### config.mk
export PLATFORM = sky130hd
export DESIGN_NAME = cfg_i2c_target
export DESIGN_NICKNAME = d
export VERILOG_FILES = /design/src/rtl/cfg_i2c_pkg.sv /design/src/rtl/cfg_i2c_lines.sv /design/src/rtl/cfg_i2c_regs.sv /design/src/rtl/cfg_i2c_target.sv
export SDC_FILE = /design/constraint.sdc
export NUM_CORES = 1
export LEC_CHECK = 0
export BUFFER_PORTS_ARGS = -buffer_cell sky130_fd_sc_hd__buf_2
export CORE_MARGIN = 5
export CORE_UTILIZATION = 53
export CTS_CLUSTER_SIZE = 14
export DETAILED_ROUTE_END_ITERATION = 6
export PLACE_DENSITY = 0.84
export SYNTH_ARGS = -nofsm -noshare
export SYNTH_HDL_FRONTEND = slang
export SYNTH_SLANG_ARGS = --single-unit
export TNS_END_PERCENT = 100
### constraint.sdc
create_clock -name clk -period 2.11 [get_ports clk]
set_input_delay 0 -clock clk [delete_from_list [all_inputs] [get_ports clk]]
set_output_delay 0 -clock clk [all_outputs]
set_load 0.02 [all_outputs]
### src/rtl/cfg_i2c_pkg.sv
package cfg_i2c_pkg;

    typedef enum logic [2:0] {
        ST_IDLE,
        ST_ADDR,
        ST_ADDR_ACK,
        ST_WR_BYTE,
        ST_WR_ACK,
        ST_RD_BYTE,
        ST_RD_ACK
    } tgt_state_t;

    // Bus events seen after resynchronisation.
    typedef struct packed {
        logic scl;
        logic sda;
        logic rise;
        logic fall;
        logic start;
        logic stop;
    } bus_ev_t;

    // Write request from the protocol engine to the register bank.
    typedef struct packed {
        logic       en;
        logic [7:0] idx;
        logic [7:0] data;
    } reg_wr_t;

    function automatic logic [7:0] reset_value(int idx, int num_en);
        return (idx < num_en) ? 8'hFF : 8'h00;
    endfunction

    function automatic logic [7:0] sat_inc(logic [7:0] cur, logic [7:0] lim);
        return (cur >= lim) ? cur : cur + 8'd1;
    endfunction

endpackage

### src/rtl/cfg_i2c_lines.sv
module cfg_i2c_lines
    import cfg_i2c_pkg::*;
(
    input  logic    clk,
    input  logic    rst,
    input  logic    scl_i,
    input  logic    sda_i,
    output bus_ev_t ev
);
    logic [2:0] scl_sh;
    logic [2:0] sda_sh;

    always_ff @(posedge clk) begin
        if (rst) begin
            scl_sh <= 3'b111;
            sda_sh <= 3'b111;
        end else begin
            scl_sh <= {scl_sh[1:0], scl_i};
            sda_sh <= {sda_sh[1:0], sda_i};
        end
    end

    always_comb begin
        ev.scl   = scl_sh[1];
        ev.sda   = sda_sh[1];
        ev.rise  = scl_sh[1] & ~scl_sh[2];
        ev.fall  = ~scl_sh[1] & scl_sh[2];
        ev.start = scl_sh[1] & scl_sh[2] & sda_sh[2] & ~sda_sh[1];
        ev.stop  = scl_sh[1] & scl_sh[2] & ~sda_sh[2] & sda_sh[1];
    end

    // bus conditions and clock edges are mutually exclusive
    a_r8_events_exclusive: assert property (@(posedge clk) disable iff (rst)
        $onehot0({ev.start, ev.stop, ev.rise, ev.fall}));

endmodule

### src/rtl/cfg_i2c_regs.sv
module cfg_i2c_regs
    import cfg_i2c_pkg::*;
#(
    parameter int NUM_REGS    = 6,
    parameter int NUM_EN_REGS = 3
) (
    input  logic                     clk,
    input  logic                     rst,
    input  reg_wr_t                  wr,
    output logic [NUM_REGS-1:0][7:0] q
);
    for (genvar g = 0; g < NUM_REGS; g++) begin : g_reg
        always_ff @(posedge clk) begin
            if (rst)
                q[g] <= reset_value(g, NUM_EN_REGS);
            else if (wr.en && wr.idx == 8'(g))
                q[g] <= wr.data;
        end
    end

    // without a write request no register moves
    a_r4_hold_without_write: assert property (@(posedge clk) disable iff (rst)
        !wr.en |=> $stable(q));

endmodule

### src/rtl/cfg_i2c_target.sv
module cfg_i2c_target
    import cfg_i2c_pkg::*;
#(
    parameter int         NUM_REGS    = 6,
    parameter int         NUM_EN_REGS = 3,
    parameter logic [6:0] DEV_ADDR    = 7'h69
) (
    input  logic                  clk,
    input  logic                  rst,
    input  logic                  scl_i,
    input  logic                  sda_i,
    output logic                  sda_oe,
    output logic [NUM_REGS*8-1:0] cfg_o
);
    localparam logic [7:0] IDX_LIMIT = 8'(NUM_REGS + 2);
    localparam logic [7:0] COUNT_VAL = 8'(NUM_REGS);

    bus_ev_t                  ev;
    reg_wr_t                  wr_q;
    logic [NUM_REGS-1:0][7:0] regs_q;

    tgt_state_t state;
    logic [2:0] bit_cnt;
    logic       byte_full;
    logic [7:0] sh_in;
    logic [7:0] tx_sr;
    logic [7:0] byte_idx;
    logic       is_read;
    logic       nack;
    logic [7:0] rd_sel;

    cfg_i2c_lines u_lines (
        .clk   (clk),
        .rst   (rst),
        .scl_i (scl_i),
        .sda_i (sda_i),
        .ev    (ev)
    );

    cfg_i2c_regs #(
        .NUM_REGS    (NUM_REGS),
        .NUM_EN_REGS (NUM_EN_REGS)
    ) u_regs (
        .clk (clk),
        .rst (rst),
        .wr  (wr_q),
        .q   (regs_q)
    );

    assign cfg_o = regs_q;

    // Read byte: count first, then registers, zero past the end.
    always_comb begin
        rd_sel = 8'h00;
        if (byte_idx == 8'd0)
            rd_sel = COUNT_VAL;
        for (int k = 0; k < NUM_REGS; k++)
            if (byte_idx == 8'(k + 1))
                rd_sel = regs_q[k];
    end

    always_ff @(posedge clk) begin
        if (rst) begin
            state     <= ST_IDLE;
            bit_cnt   <= '0;
            byte_full <= 1'b0;
            sh_in     <= '0;
            tx_sr     <= '0;
            byte_idx  <= '0;
            is_read   <= 1'b0;
            nack      <= 1'b0;
            sda_oe    <= 1'b0;
            wr_q      <= '0;
        end else begin
            wr_q.en <= 1'b0;
            if (ev.start) begin
                state     <= ST_ADDR;
                bit_cnt   <= '0;
                byte_full <= 1'b0;
                sda_oe    <= 1'b0;
            end else if (ev.stop) begin
                state     <= ST_IDLE;
                byte_full <= 1'b0;
                sda_oe    <= 1'b0;
            end else begin
                unique case (state)
                    ST_IDLE: sda_oe <= 1'b0;
                    ST_ADDR, ST_WR_BYTE: begin
                        if (ev.rise && !byte_full) begin
                            sh_in <= {sh_in[6:0], ev.sda};
                            if (bit_cnt == 3'd7) byte_full <= 1'b1;
                            else                 bit_cnt   <= bit_cnt + 3'd1;
                        end else if (ev.fall && byte_full) begin
                            byte_full <= 1'b0;
                            bit_cnt   <= '0;
                            if (state == ST_ADDR) begin
                                if (sh_in[7:1] == DEV_ADDR) begin
                                    state    <= ST_ADDR_ACK;
                                    sda_oe   <= 1'b1;
                                    is_read  <= sh_in[0];
                                    byte_idx <= '0;
                                end else begin
                                    state <= ST_IDLE;
                                end
                            end else begin
                                state  <= ST_WR_ACK;
                                sda_oe <= 1'b1;
                                if (byte_idx >= 8'd2 && byte_idx < IDX_LIMIT) begin
                                    wr_q.en   <= 1'b1;
                                    wr_q.idx  <= byte_idx - 8'd2;
                                    wr_q.data <= sh_in;
                                end
                                byte_idx <= sat_inc(byte_idx, IDX_LIMIT);
                            end
                        end
                    end
                    ST_ADDR_ACK, ST_WR_ACK: begin
                        if (ev.fall) begin
                            if (state == ST_ADDR_ACK && is_read) begin
                                state    <= ST_RD_BYTE;
                                tx_sr    <= rd_sel;
                                sda_oe   <= ~rd_sel[7];
                                byte_idx <= sat_inc(byte_idx, IDX_LIMIT);
                            end else begin
                                state  <= ST_WR_BYTE;
                                sda_oe <= 1'b0;
                            end
                        end
                    end
                    ST_RD_BYTE: begin
                        if (ev.fall) begin
                            if (bit_cnt == 3'd7) begin
                                state   <= ST_RD_ACK;
                                bit_cnt <= '0;
                                sda_oe  <= 1'b0;
                            end else begin
                                bit_cnt <= bit_cnt + 3'd1;
                                tx_sr   <= {tx_sr[6:0], 1'b0};
                                sda_oe  <= ~tx_sr[6];
                            end
                        end
                    end
                    ST_RD_ACK: begin
                        if (ev.rise) begin
                            nack <= ev.sda;
                        end else if (ev.fall) begin
                            if (nack) begin
                                state <= ST_IDLE;
                            end else begin
                                state    <= ST_RD_BYTE;
                                tx_sr    <= rd_sel;
                                sda_oe   <= ~rd_sel[7];
                                byte_idx <= sat_inc(byte_idx, IDX_LIMIT);
                            end
                        end
                    end
                    default: state <= ST_IDLE;
                endcase
            end
        end
    end

    // the target only starts pulling SDA while SCL is low
    a_r10_pull_on_low: assert property (@(posedge clk) disable iff (rst)
        $rose(sda_oe) |-> !ev.scl);

    // SDA released in idle
    a_r10_idle_released: assert property (@(posedge clk) disable iff (rst)
        state == ST_IDLE |-> !sda_oe);

    // a Stop always returns the engine to idle
    a_r8_stop_to_idle: assert property (@(posedge clk) disable iff (rst)
        ev.stop |=> state == ST_IDLE);

    // a Start always restarts address reception
    a_r8_start_to_addr: assert property (@(posedge clk) disable iff (rst)
        ev.start |=> state == ST_ADDR && bit_cnt == 3'd0);

    // address acknowledge is actually driven
    a_r1_ack_driven: assert property (@(posedge clk) disable iff (rst)
        state == ST_ADDR_ACK |-> sda_oe);

    // the host's acknowledge slot is left free
    a_r6_ack_slot_free: assert property (@(posedge clk) disable iff (rst)
        state == ST_RD_ACK |-> !sda_oe);

    // no write request ever targets a missing register
    a_r9_write_in_range: assert property (@(posedge clk) disable iff (rst)
        wr_q.en |-> wr_q.idx < 8'(NUM_REGS));

endmodule

==> flow_metrics.env <==
export IMPL_outcome="complete, no violations"
export IMPL_synth_seq_cells=104
export IMPL_sequential_fraction_of_the_synthesis_area_pct=40.6
export IMPL_io_pins=53
export IMPL_synth_flop_cell="sky130_fd_sc_hd__dfxtp_1"
export IMPL_insertedDiodeCount=0
export IMPL_coreArea_um2=9590
export IMPL_pnr_total_power_mw=3.37
export IMPL_slew_limit_fails=0
export IMPL_number_of_global_route_vias_before_repair=4584
export IMPL_place_detailed_hpwl_um=10600
export IMPL_count_of_port_buffers_added_during_placement=52
export IMPL_cells_traversed_along_the_worst_timing_path="ha_1 > ha_1 > buf_4 > or3_1 > a21boi_0 > nor3_1 > o32ai_2"
export IMPL_mostFrequentLayoutCells="sky130_fd_sc_hd__dfxtp_1, sky130_fd_sc_hd__buf_4, sky130_fd_sc_hd__buf_2, sky130_fd_sc_hd__nand2_1, sky130_fd_sc_hd__nor2_1"
export IMPL_wl_per_cell_um=18.1
export IMPL_synth_edf_count=0
export IMPL_setup_tns_final_ns=0
export IMPL_setup_crit_path_kind="reg -> reg"
export IMPL_skew_pair_late_insertion_delay_ns=0.37
export IMPL_cts_made_buffers=9
export IMPL_period_utilization_post_route_pct=97.1
export IMPL_path_max_fanout=5
export IMPL_drive_above_1_share_pct=24.4
export IMPL_achievable_frequency_mhz=488
export IMPL_r2r_start="bit_cnt[0]$_SDFFE_PP0P_"
export IMPL_vdd_ir_drop_max_mv=0.363
export IMPL_global_router_s_overall_resource_usage_pct=24.4
export IMPL_yosys_warnings=0
export IMPL_syn2layout_area_growth_pct=19.4
export IMPL_hp_start="rst"
export IMPL_initial_utilization_pct=53.4
export IMPL_final_common_cell="sky130_fd_sc_hd__dfxtp_1"
export IMPL_die_x_um=108
export IMPL_hold_path_endpoint="nack$_SDFFE_PP0P_"
export IMPL_final_period_minus_worst_setup_slack_ns=2.05
export IMPL_power_per_cell_area_nw_per_um2=551
export IMPL_detailroute_via_count=4867
export IMPL_regToRegEndpoint="state[0]$_SDFFE_PP0P_"
export IMPL_drt_pass1_iter_count=5
export IMPL_crit_path_frequent_cell="sky130_fd_sc_hd__ha_1"
export IMPL_relSlewSlack_pct=56.7
export IMPL_worst_hold_path_type="in -> reg"
export IMPL_cap_viol_max_count=0
export IMPL_synth_net_count=595
export IMPL_vias_per_cell=6.05
export IMPL_synthesis_area_per_instance_um2=8.81
export IMPL_worst_setup_hold_path_clk_slew_ns=0.10
export IMPL_start_kind="flip-flop"
export IMPL_cts_root_buffer="sky130_fd_sc_hd__clkbuf_8"
export IMPL_setup_violations=0
export IMPL_gp_routability_congestion=1.01
export IMPL_fin_skew_ns=0.0131
export IMPL_cp_top_family="compound AO/OA/AOI/OAI gates"
export IMPL_detailed_route_wire_length_um=14600
export IMPL_design_die_area_um2=11700
export IMPL_grt_ovfl_total=0
export IMPL_clock_sinks=104
export IMPL_ys_top_cells_by_area="sky130_fd_sc_hd__dfxtp_1, sky130_fd_sc_hd__mux2i_1, sky130_fd_sc_hd__a21oi_1"
export IMPL_worst_ep_required_time_ns=2.37
export IMPL_reg2reg_setup_slack_ns=0.06
export IMPL_drt_drc_violations_left=0
export IMPL_placedInstanceArea_um2=5750
export IMPL_synth_top_area_share_pct=40.6
export IMPL_slowest_stage="sky130_fd_sc_hd__or3_1"
export IMPL_max_slew_worst_pin_slew_ns=0.648
export IMPL_row_count=36
export IMPL_syn_cell_area_um2=5130
export IMPL_worstPathArrival_ns=2.31
export IMPL_dr_first_iter_drc_count=511
export IMPL_grt_setup_unrepaired="true"
export IMPL_nNetsFinal=680
export IMPL_synth_top_cell_by_area="sky130_fd_sc_hd__dfxtp_1"
export IMPL_cts_htree_levels=3
export IMPL_critPathBufInv=1
export IMPL_antenna_violating_nets_post_route=0
export IMPL_synthCells=582
export IMPL_count_of_cell_types_in_the_netlist=68
export IMPL_synth_async_sr_flop_share_pct=0
export IMPL_whs_path_depth=2
export IMPL_antenna_found_initial=0
export IMPL_cts_root_to_sink_buffers=2
export IMPL_dieHeight_um=108
export IMPL_grt_pass1_wl_um=22800
export IMPL_critical_path_max_stage_delay_ns=0.36
export IMPL_timing_hold_ws_ns=0.0886
export IMPL_stdcell_area_um2=6120
export IMPL_report_final_hold_viol_count=0
export IMPL_tritoncts="yes"
export IMPL_reg2reg_depth=7
export IMPL_grt_max_degree=32
export IMPL_power_leakage_nw=2.46
export IMPL_critPathCaptureType="flip-flop"
[cells in the mapped netlist (13+ instances only)]
| cell | count |
|---|---|
| sky130_fd_sc_hd__dfxtp_1 | 104 |
| sky130_fd_sc_hd__nand2_1 | 50 |
| sky130_fd_sc_hd__nor2_1 | 49 |
| sky130_fd_sc_hd__a21oi_1 | 38 |
| sky130_fd_sc_hd__mux2i_1 | 35 |
| sky130_fd_sc_hd__nor2b_1 | 24 |
| sky130_fd_sc_hd__clkbuf_1 | 22 |
| sky130_fd_sc_hd__o21ai_0 | 22 |
| sky130_fd_sc_hd__inv_1 | 19 |
| sky130_fd_sc_hd__a211o_1 | 18 |
| sky130_fd_sc_hd__and2_1 | 16 |
| sky130_fd_sc_hd__nand3_1 | 13 |
[stage by stage]
stage,utilization [%],instances,setup slack [ns]
6_report,63.8,805,0.0622
5_1_grt,63.8,805,-0.0276
4_1_cts,62.4,794,0.0133
3_5_place_dp,60.0,776,-0.348
3_3_place_gp,60.0,776,-0.112
2_1_floorplan,-,582,0.0470
[power breakdown]
part / total, mW / switching (mW) / internal [mW]
registers: 1.97 / 0.00461 / 1.97
clock network: 1.28 / 0.720 / 0.564
logic: 0.117 / 0.0752 / 0.0420
total: 3.37 / 0.800 / 2.57
[sequential cells by signal (all words and copies together) (netlist names)]
signal and flops:
tx_sr 7, sh_in 8, sda_oe 1, u_lines.sda_sh 3, wr_q 17, u_lines.scl_sh 3, nack 1, byte_idx 8
bit_cnt 3, state 3, is_read 1, byte_full 1, u_regs.q 48
[what timing repair did]
| item | CTS | global route |
|---|---|---|
| hold buffers | 2 | 0 |
| pin swaps | 0 | 3 |
| gates resized for setup | 4 | 11 |
| endpoints found under the setup margin | 7 | 24 |
| hold endpoints to repair | 2 | 0 |
| gates cloned | 0 | 0 |
| buffers inserted | 0 | 11 |
[cell families (layout without fill, tap and decap cells)]
family                   count (synthesis)  count (layout)  synth area share [%]
adder cells (fa/ha/maj)                  9               9                  2.20
AO/OA/AOI/OAI                          159             159                  22.3
buffers and inverters                   56             146                  5.00
AND/OR/NAND/NOR                        215             215                  22.3
XOR/XNOR                                 3               3                 0.513
multiplexers                            36              36                  7.05
flip-flops                             104             104                  40.6
[area by class of cell]
type / count / area, µm²
Clock buffer: 9 / 124
Sequential cell: 104 / 2080
Multi-Input combinational cell: 422 / 2870
Tap cell: 133 / 166
Fill cell: 754 / 3470
Timing Repair Buffer: 110 / 726
Inverter: 20 / 75.1
Clock inverter: 7 / 77.6
[how the worst max path moves through the flow]
stage,startpoint,to,depth (start not counted)
CTS,byte_idx[1]$_SDFFE_PP0P_,tx_sr[5]$_SDFFE_PP0P_,8
finish,bit_cnt[0]$_SDFFE_PP0P_,state[0]$_SDFFE_PP0P_,7
floorplan,byte_idx[2]$_SDFFE_PP0P_,tx_sr[5]$_SDFFE_PP0P_,8
global placement,bit_cnt[0]$_SDFFE_PP0P_,tx_sr[4]$_SDFFE_PP0P_,7
detailed placement,bit_cnt[0]$_SDFFE_PP0P_,tx_sr[5]$_SDFFE_PP0P_,7
global route,byte_idx[1]$_SDFFE_PP0P_,tx_sr[4]$_SDFFE_PP0P_,9
[layer usage]
layer	part of all wire (%)	GRT usage, %	vias to the layer above
met3	7.9	4.42	32
li1	-	-	2273
met2	47	40.2	218
met1	43	32.7	2344
met4	2.0	7.39	0
met5	0	0	-
(Power assumes the default switching activity.)
